$ cat src/rtl/baudgen_pkg.sv
package baudgen_pkg;
  localparam int CTRL_W = 16;
  localparam int PRS_W  = 3;
  localparam int DIV_W  = 12;
  localparam int RSV_W  = CTRL_W - PRS_W - DIV_W;
  localparam int MIN_DIV = 2;

  // Smallest codes collapse onto the minimum divide ratio.
  function automatic logic [DIV_W-1:0] eff_div(input logic [DIV_W-1:0] code);
    eff_div = (code < DIV_W'(MIN_DIV)) ? DIV_W'(MIN_DIV) : code;
  endfunction

  // Terminal count of the prescaler: 2^k - 1.
  function automatic logic [(1<<PRS_W)-1:0] pre_last(input logic [PRS_W-1:0] k);
    pre_last = ((1<<PRS_W)'(1) << k) - (1<<PRS_W)'(1);
  endfunction

  // Control word assembly with reserved bits forced to zero.
  function automatic logic [CTRL_W-1:0] pack_ctrl(input logic [PRS_W-1:0] k,
                                                  input logic [DIV_W-1:0] n);
    pack_ctrl = {k, {RSV_W{1'b0}}, n};
  endfunction
endpackage

$ cat src/rtl/baudgen_ctrl_reg.sv
module baudgen_ctrl_reg
  import baudgen_pkg::*;
#(
  parameter logic [PRS_W-1:0] RST_PRS = '1,
  parameter logic [DIV_W-1:0] RST_DIV = '1
)(
  input  logic              clk,
  input  logic              rst_n,
  input  logic              run_en,
  input  logic              wr_en,
  input  logic [CTRL_W-1:0] wr_data,
  output logic [PRS_W-1:0]  prs_code,
  output logic [DIV_W-1:0]  div_code,
  output logic [CTRL_W-1:0] rd_data
);
  localparam int PRS_LSB = CTRL_W - PRS_W;

  logic wr_accept;
  assign wr_accept = wr_en & ~run_en;

  always_ff @(posedge clk or negedge rst_n) begin
    if (!rst_n) begin
      prs_code <= RST_PRS;
      div_code <= RST_DIV;
    end else if (wr_accept) begin
      prs_code <= wr_data[CTRL_W-1:PRS_LSB];
      div_code <= wr_data[DIV_W-1:0];
    end
  end

  assign rd_data = pack_ctrl(prs_code, div_code);

  // writes during operation are locked out
  a_r8_write_locked: assert property (@(posedge clk) disable iff (!rst_n)
    (run_en && wr_en) |=> ($stable(prs_code) && $stable(div_code)));

  // writes while idle are stored
  a_r8_write_stored: assert property (@(posedge clk) disable iff (!rst_n)
    (!run_en && wr_en) |=> (div_code == $past(wr_data[DIV_W-1:0])));
endmodule

$ cat src/rtl/baudgen_prescaler.sv
module baudgen_prescaler
  import baudgen_pkg::*;
(
  input  logic             clk,
  input  logic             rst_n,
  input  logic             run_en,
  input  logic [PRS_W-1:0] prs_code,
  output logic             pre_tick
);
  localparam int CNT_W = 1 << PRS_W;

  logic [CNT_W-1:0] cnt_q;
  logic [CNT_W-1:0] last;
  logic             at_last;

  assign last    = pre_last(prs_code);
  assign at_last = (cnt_q == last);
  assign pre_tick = run_en & at_last;

  always_ff @(posedge clk or negedge rst_n) begin
    if (!rst_n)        cnt_q <= '0;
    else if (!run_en)  cnt_q <= '0;
    else if (at_last)  cnt_q <= '0;
    else               cnt_q <= cnt_q + 1'b1;
  end

  // counter never passes the terminal count
  a_r2_cnt_range: assert property (@(posedge clk) disable iff (!rst_n)
    cnt_q <= last);

  // idle keeps the counter cleared
  a_r9_pre_held: assert property (@(posedge clk) disable iff (!rst_n)
    !run_en |=> (cnt_q == '0));
endmodule

$ cat src/rtl/baudgen_divider.sv
module baudgen_divider
  import baudgen_pkg::*;
(
  input  logic             clk,
  input  logic             rst_n,
  input  logic             run_en,
  input  logic             pre_tick,
  input  logic [DIV_W-1:0] div_code,
  output logic             rx_tick,
  output logic             baud_tick
);
  logic [DIV_W-1:0] n_eff;
  logic [DIV_W-1:0] cnt_q;
  logic             phase_q;
  logic             wrap;

  assign n_eff = eff_div(div_code);
  assign wrap  = (cnt_q == n_eff - 1'b1);
  assign rx_tick   = pre_tick & wrap;
  assign baud_tick = rx_tick & phase_q;

  always_ff @(posedge clk or negedge rst_n) begin
    if (!rst_n) begin
      cnt_q   <= '0;
      phase_q <= 1'b0;
    end else if (!run_en) begin
      cnt_q   <= '0;
      phase_q <= 1'b0;
    end else if (pre_tick) begin
      cnt_q <= wrap ? '0 : cnt_q + 1'b1;
      if (wrap) phase_q <= ~phase_q;
    end
  end

  // count stays inside the clamped range
  a_r4_cnt_range: assert property (@(posedge clk) disable iff (!rst_n)
    cnt_q < n_eff);

  // clamp never yields a ratio below two
  a_r5_min_ratio: assert property (@(posedge clk) disable iff (!rst_n)
    n_eff >= DIV_W'(MIN_DIV));

  // baud tick only on a receive tick
  a_r6_baud_on_rx: assert property (@(posedge clk) disable iff (!rst_n)
    baud_tick |-> rx_tick);

  // consecutive receive ticks alternate baud phase
  a_r6_alternate: assert property (@(posedge clk) disable iff (!rst_n)
    (rx_tick && run_en) |=> (phase_q != $past(phase_q) || !run_en));
endmodule

$ cat src/rtl/baud_tick_gen.sv
module baud_tick_gen
  import baudgen_pkg::*;
#(
  parameter logic [PRS_W-1:0] RST_PRS = 3'd7,
  parameter logic [DIV_W-1:0] RST_DIV = 12'hFFF
)(
  input  logic        clk,
  input  logic        rst_n,
  input  logic        run_en,
  input  logic        wr_en,
  input  logic [15:0] wr_data,
  output logic [15:0] rd_data,
  output logic        baud_tick,
  output logic        rx_tick
);
  logic [PRS_W-1:0] prs_code;
  logic [DIV_W-1:0] div_code;
  logic             pre_tick;

  baudgen_ctrl_reg #(.RST_PRS(RST_PRS), .RST_DIV(RST_DIV)) u_reg (
    .clk(clk), .rst_n(rst_n), .run_en(run_en), .wr_en(wr_en),
    .wr_data(wr_data), .prs_code(prs_code), .div_code(div_code),
    .rd_data(rd_data)
  );

  baudgen_prescaler u_pre (
    .clk(clk), .rst_n(rst_n), .run_en(run_en),
    .prs_code(prs_code), .pre_tick(pre_tick)
  );

  baudgen_divider u_div (
    .clk(clk), .rst_n(rst_n), .run_en(run_en), .pre_tick(pre_tick),
    .div_code(div_code), .rx_tick(rx_tick), .baud_tick(baud_tick)
  );

  // a receive tick needs a prescaled enable
  a_r4_rx_on_pre: assert property (@(posedge clk) disable iff (!rst_n)
    rx_tick |-> pre_tick);

  // nothing fires while idle
  a_r9_idle_quiet: assert property (@(posedge clk) disable iff (!rst_n)
    !run_en |-> (!rx_tick && !baud_tick && !pre_tick));

  // reserved bit reads zero
  a_r3_rsv_zero: assert property (@(posedge clk) disable iff (!rst_n)
    rd_data[12] == 1'b0);
endmodule

$ cat config.mk
export PLATFORM = sky130hd
export DESIGN_NAME = baud_tick_gen
export DESIGN_NICKNAME = d
export VERILOG_FILES = /design/src/rtl/baudgen_pkg.sv /design/src/rtl/baudgen_ctrl_reg.sv /design/src/rtl/baudgen_prescaler.sv /design/src/rtl/baudgen_divider.sv /design/src/rtl/baud_tick_gen.sv
export SDC_FILE = /design/constraint.sdc
export NUM_CORES = 1
export LEC_CHECK = 0
export BUFFER_PORTS_ARGS = -buffer_cell sky130_fd_sc_hd__buf_2
export CAP_MARGIN = 15
export CORE_MARGIN = 4
export CORE_UTILIZATION = 45
export DETAILED_ROUTE_END_ITERATION = 8
export PLACE_DENSITY = 0.71
export SLEW_MARGIN = 20
export SYNTH_ARGS = -nofsm -noshare
export SYNTH_HDL_FRONTEND = slang
export SYNTH_SLANG_ARGS = --single-unit
export TNS_END_PERCENT = 50
$ cat constraint.sdc
create_clock -name clk -period 5.2 [get_ports clk]
set_input_delay 1.04 -clock clk [delete_from_list [all_inputs] [get_ports clk]]
set_output_delay 1.04 -clock clk [all_outputs]
set_load 0.01 [all_outputs]
Word level (Yosys, flattened, before mapping)
Cells that the tools add are included.
{"block": "totals", "register_bits": 36, "latch_bits": 0, "mem_bits_rw": 0, "romBits": 0, "in_bits": 20, "out_inout_bits": 18, "word_cells": 31, "mem_count": 0}
{"block": "classes", "add_sub_neg": 4, "mul": 0, "n_div": 0, "n_lt_le_gt_ge": 1, "eq_ne": 4, "shifts": 1, "mux": 9, "bitwise": 6, "n_reduce_logical": 1}
{"operator": "$mux W12", "n": 4}
{"operator": "$mux W8", "n": 2}
{"operator": "$add A12 B1 Y12 const B", "n": 1}
{"operator": "$eq A12 B12 Y1", "n": 1}
{"operator": "$lt A12 B2 Y1 const B", "n": 1}
{"operator": "$sub A12 B1 Y12 const B", "n": 1}
{"operator": "$add A8 B1 Y8 const B", "n": 1}
{"operator": "$eq A8 B8 Y1", "n": 1}
{"operator": "$shl A1 B3 Y8 const A", "n": 1}
{"operator": "$sub A8 B2 Y8 const B", "n": 1}
{"operator": "$and A1 B1 Y1", "n": 4}
{"operator": "$ne A2 B1 Y1 const B", "n": 2}
{"operator": "$mux W1", "n": 3}
{"operator": "$not A1 Y1", "n": 2}
{"operator": "$reduce_and A2 Y1", "n": 1}

Depth between registers and ports, before layout
{"block": "logic_depth", "word_depth": 7, "mapped_depth": 12, "depth_no_buf": 12}

Modules after synthesis
A second synthesis with hierarchy kept.
{"block": "hier_totals", "hier_cells": 247, "area_unflattened_um2": 2504.9}
{"mod": "baudgen_divider", "n_inst": 1, "cells_per_inst": 135, "area_each_um2": 1141.1, "seq_area_each_um2": 325.3}
{"mod": "baudgen_ctrl_reg", "n_inst": 1, "cells_per_inst": 50, "area_each_um2": 769.5, "seq_area_each_um2": 394.1}
{"mod": "baudgen_prescaler", "n_inst": 1, "cells_per_inst": 62, "area_each_um2": 594.3, "seq_area_each_um2": 200.2}

Worst setup path before layout
No wires, ideal clock.
{"block": "synth_timing", "kind": "register -> output", "from": "reg u_reg.div_code[4]", "to": "out baud_tick", "t_arrival_ns": 3.524, "required_time_ns": 4.160, "slack_ns": 0.636, "stages_incl_launch_ff": 12, "n_path_buf": 0, "cell_sequence": "dfstp_2 or4_1 nor3_1 nand2b_1 ha_1 or3b_1 nor3_1 a31o_2 o221a_1 o22ai_1 nor4_1 and2_1"}
{"block": "synth_between", "elab_chain_len": 6}
{"element": "start: declaration", "line": "baudgen_ctrl_reg.sv:13", "source": "output logic [DIV_W-1:0] div_code,"}
{"element": "start signal: assignment", "line": "baudgen_ctrl_reg.sv:27", "source": "div_code <= wr_data[DIV_W-1:0];"}
{"element": "$lt A12 B2 Y1", "line": "baudgen_pkg.sv:10", "source": "eff_div = (code < DIV_W'(MIN_DIV)) ? DIV_W'(MIN_DIV) : code;"}
{"element": "$mux W12 *", "line": "baudgen_pkg.sv:10"}
{"element": "$sub A12 B1 Y12 *", "line": "baudgen_divider.sv:18", "source": "assign wrap = (cnt_q == n_eff - 1'b1);"}
{"element": "$eq A12 B12 Y1 *", "line": "baudgen_divider.sv:18"}
{"element": "$and A1 B1 Y1 *", "line": "baudgen_divider.sv:19", "source": "assign rx_tick = pre_tick & wrap;"}
{"element": "via rx_tick", "line": "baud_tick_gen.sv:14", "source": "output logic rx_tick"}
{"element": "$and A1 B1 Y1 *", "line": "baudgen_divider.sv:20", "source": "assign baud_tick = rx_tick & phase_q;"}
{"element": "end: declaration", "line": "baud_tick_gen.sv:13", "source": "output logic baud_tick,"}
The timed path passes the listed nets; every way through them passes the cells marked *.

Worst setup path in the final report
{"block": "layout_timing", "from": "reg u_reg.div_code[4]", "to": "out baud_tick"}
{"block": "layout_between", "elab_chain_len": 6}
{"element": "$lt A12 B2 Y1", "line": "baudgen_pkg.sv:10"}
{"element": "$mux W12 *", "line": "baudgen_pkg.sv:10"}
{"element": "$sub A12 B1 Y12 *", "line": "baudgen_divider.sv:18"}
{"element": "$eq A12 B12 Y1 *", "line": "baudgen_divider.sv:18"}
{"element": "$and A1 B1 Y1 *", "line": "baudgen_divider.sv:19"}
{"element": "$and A1 B1 Y1 *", "line": "baudgen_divider.sv:20"}
Mark *: on every way between the ends. The rest lies on a longest branch, timed or not.

==> key figures <==
Status
  – Status: finished, final reports clean

STA
  – RSZ-0062 raised after global routing: no
  – Worst Skew: ~6.2 ps
  – F_max: 205 MHz
  – Max-slew violation count: 0
  – PnR worst setup slack: ~320 ps
  – Final period utilization: a little over nine tenths
  – Minimum clock period after layout: about 4900 ps
  – Fin Hold WS: roughly 560 ps
  – Final hold vios: 0
  – Worst-margin pin slew: 792 ps
  – Setup violators final: 0
  – Setup total negative slack: 0 ps
  – Slew Limit Headroom: roughly 47%

Layout
  – Final Non-Filler Cells: 334
  – Nets@finish: just under 300
  – Post-layout util: ~54%
  – Layout cells sized above 1: between 30% and 40%
  – Commonest non-fill, non-tap cell in the layout: buf_2
  – Fillers: approximately 450
  – Area growth syn-to-layout: 14.2%
  – Finished Cell Area: between 0.002 and 0.003 mm²
  – ANT cells: 0
  – Most frequent cells in the layout: buf_2 (35), dfrtp_1 (21), nor2_1 (20)

Critical path
  – Worst Path Required: 4160 ps
  – Slowest library cell on the worst path: or4_1
  – Setup CP Type: flop to primary output
  – Reg2reg setup slack: approximately 1300 ps
  – Reg-to-reg endpoint: u_div.cnt_q[2]
  – Reg-to-Reg Start: u_reg.div_code[4]
  – Worst path depth: 12
  – Critical Path Source Type: flop
  – CP Capture Type: primary output
  – Worst-path cell chain: or4_1, nor3_1, nand2b_1, ha_1, or3b_1, nor3_2, xor2_1, o221a_1, o22ai_1, nor4_1, and2_1, buf_2
  – Worst Path Buf+Inv: 1
  – R2R cell count: 12
  – Crit path DAT: 3840 ps
  – Max stage delay on crit path: 600 ps
  – CP delay by family, top: simple AND/OR/NAND/NOR gates
  – Crit Path Max Fanout: 6

Clocking
  – # clock sinks: 36
  – Skew-Pair Late Insertion Delay: 290 ps
  – Root buf cell: clkbuf_8
  – CTS buffer count: 5
  – Worst-path clk slew: 70 ps
  – CTS tree: yes
  – Max Buffers Root-to-Sink: 2
  – H-tree depth: 2

Global routing
  – Initial antenna violation count: 0
  – Gr usage total: roughly 17%
  – GRT Residual Overflow: 0
  – Largest net degree at the start of global routing: 37
  – First-pass GRT wire length: 8130 µm
  – Vias in the first global route: 1705

Yosys
  – Mapped cell area: 0.00226 mm²
  – Post-Synthesis Cells: between 200 and 250
  – YS warnings: 0
  – Yosys reg bits: 36
  – Post-synthesis sequential area ratio: 40.7%
  – Async SR Flop Fraction: 100%
  – Distinct cells, synth: between 40 and 50
  – Synth Area per Inst: between 9 and 10 µm²
  – Post-synth EDFFs: 0
  – Primary FF master, synth: dfrtp_1
  – Syn Nets: between 200 and 300

Drt
  – Drt first pass iters: 4
  – WL final: between 4000 and 5000 µm
  – Via count: 1860
  – Wire per inst: about 14 µm
  – Detail Route Antenna Nets: 0
  – 1st-iter DRT viols: approximately 130
  – DRC: 0
  – Via/cell ratio: 5.57

Die
  – Total core area: about 0.0048 mm²
  – Row cnt: 25
  – Die height: a little under 80 µm
  – Die extent in x: around 79 µm
  – Initial Util: 47.2%
  – # IOs: 38
  – Die area: 0.00622 mm²

Pwr
  – Worst vdd ir: between 0.0001 and 0.00015 V
  – Pleak: between 1 and 1.5 nW
  – Power density over the cells: about 280 mW/mm²
  – Total power: approximately 0.7 mW

Min path
  – Worst min-delay path category: flop to flop
  – Hold Path Depth: 2
  – Worst Hold Path EP: u_div.phase_q
  – Hold Path Origin: u_div.phase_q

Place
  – Global placer's final weighted congestion: 0.796
  – Detailed Place HPWL: 3520 µm
  – I/O Buffers: 35
  – Post-DP Area: ~0.0025 mm²
  – Placed Cells: 326
  – Pre-CTS WS: approximately 470 ps

Run
  – Max cap viols: 0
[state kept, by name (all words and copies together), names as in the netlist]
| register | count |
|---|---|
| u_div.phase_q | 1 |
| u_reg.prs_code | 3 |
| u_reg.div_code | 12 |
| u_pre.cnt_q | 8 |
| u_div.cnt_q | 12 |
[synth_stat cells, drive strengths merged, types with 9 or more instances]
cell     n  area [µm²]
dfrtp   21         526
nor2    20        75.1
xnor2   17         149
dfstp   15         394
mux2    15         169
nand3   14        70.1
xor2    13         114
and3    10        62.6
clkbuf  10        38.8
nor3    10        55.1
nand2    9        33.8
nor4     9        56.3
[cell type report]
type / count / area, µm² / area share [%]
well taps: 67 / 83.8 / 3.25
inverters: 4 / 15.0 / 0.582
flip-flops and latches: 36 / 920 / 35.7
repair buffers: 38 / 198 / 7.67
clock buffers: 8 / 90.1 / 3.49
multi-input cells: 181 / 1270 / 49.3
[metal layers]
metal  vias to the layer above  wire [µm]  track usage, %
met2                        35       2300            25.6
met3                         9        219            4.08
li1                        919          -               -
met4                         0         91            7.22
met5                         -          0               0
met1                       897       2220            22.4
[cell families (layout without fill, tap and decap cells)]
logic type               Yosys count  in the layout  synth area share, %
AO/OA/AOI/OAI                     35             35                 10.6
XOR/XNOR                          30             30                 11.6
adder cells (fa/ha/maj)            3              3                 1.66
buffers and inverters             17             50                 3.43
flip-flops                        36             36                 40.7
multiplexers                      15             15                 7.48
other                              1              1                0.166
AND/OR/NAND/NOR                   97             97                 24.3
[power by group]
part / total (mW) / leakage [nW] / internal (mW) / switching, mW
registers: 0.358 / 0.449 / 0.316 / 0.0429
clock network: 0.203 / 0.0455 / 0.108 / 0.0946
logic: 0.155 / 0.555 / 0.0768 / 0.0784
[worst register-to-register path, cell delays in order (launching register included)]
cell	delay [ps]
dfstp_2	410
or4_1	600
nor3_1	380
nand2b_1	170
ha_1	200
or3b_1	410
nor3_2	270
xor2_1	180
o221a_1	200
o22ai_1	120
buf_4	180
nor3_2	500
nor4_1	140
[worst max path at each step]
stage | from | end | slack [ps]
3_5_place_dp | u_reg.div_code[4] | baud_tick | 470
6_report | u_reg.div_code[4] | baud_tick | 320
2_1_floorplan | u_reg.div_code[4] | baud_tick | 640
3_3_place_gp | u_reg.div_code[4] | baud_tick | 600
5_1_grt | u_reg.div_code[4] | baud_tick | 30
4_1_cts | u_reg.div_code[4] | baud_tick | 110
[repair_timing]
action / 4_1_cts / 5_1_grt
hold buffers: 0 / 0
endpoints found under the setup margin: 0 / 2
hold endpoints to repair: 0 / 0
buffers inserted: 0 / 0
gates resized for setup: 0 / 1
Power figures use the tool's default switching activity.
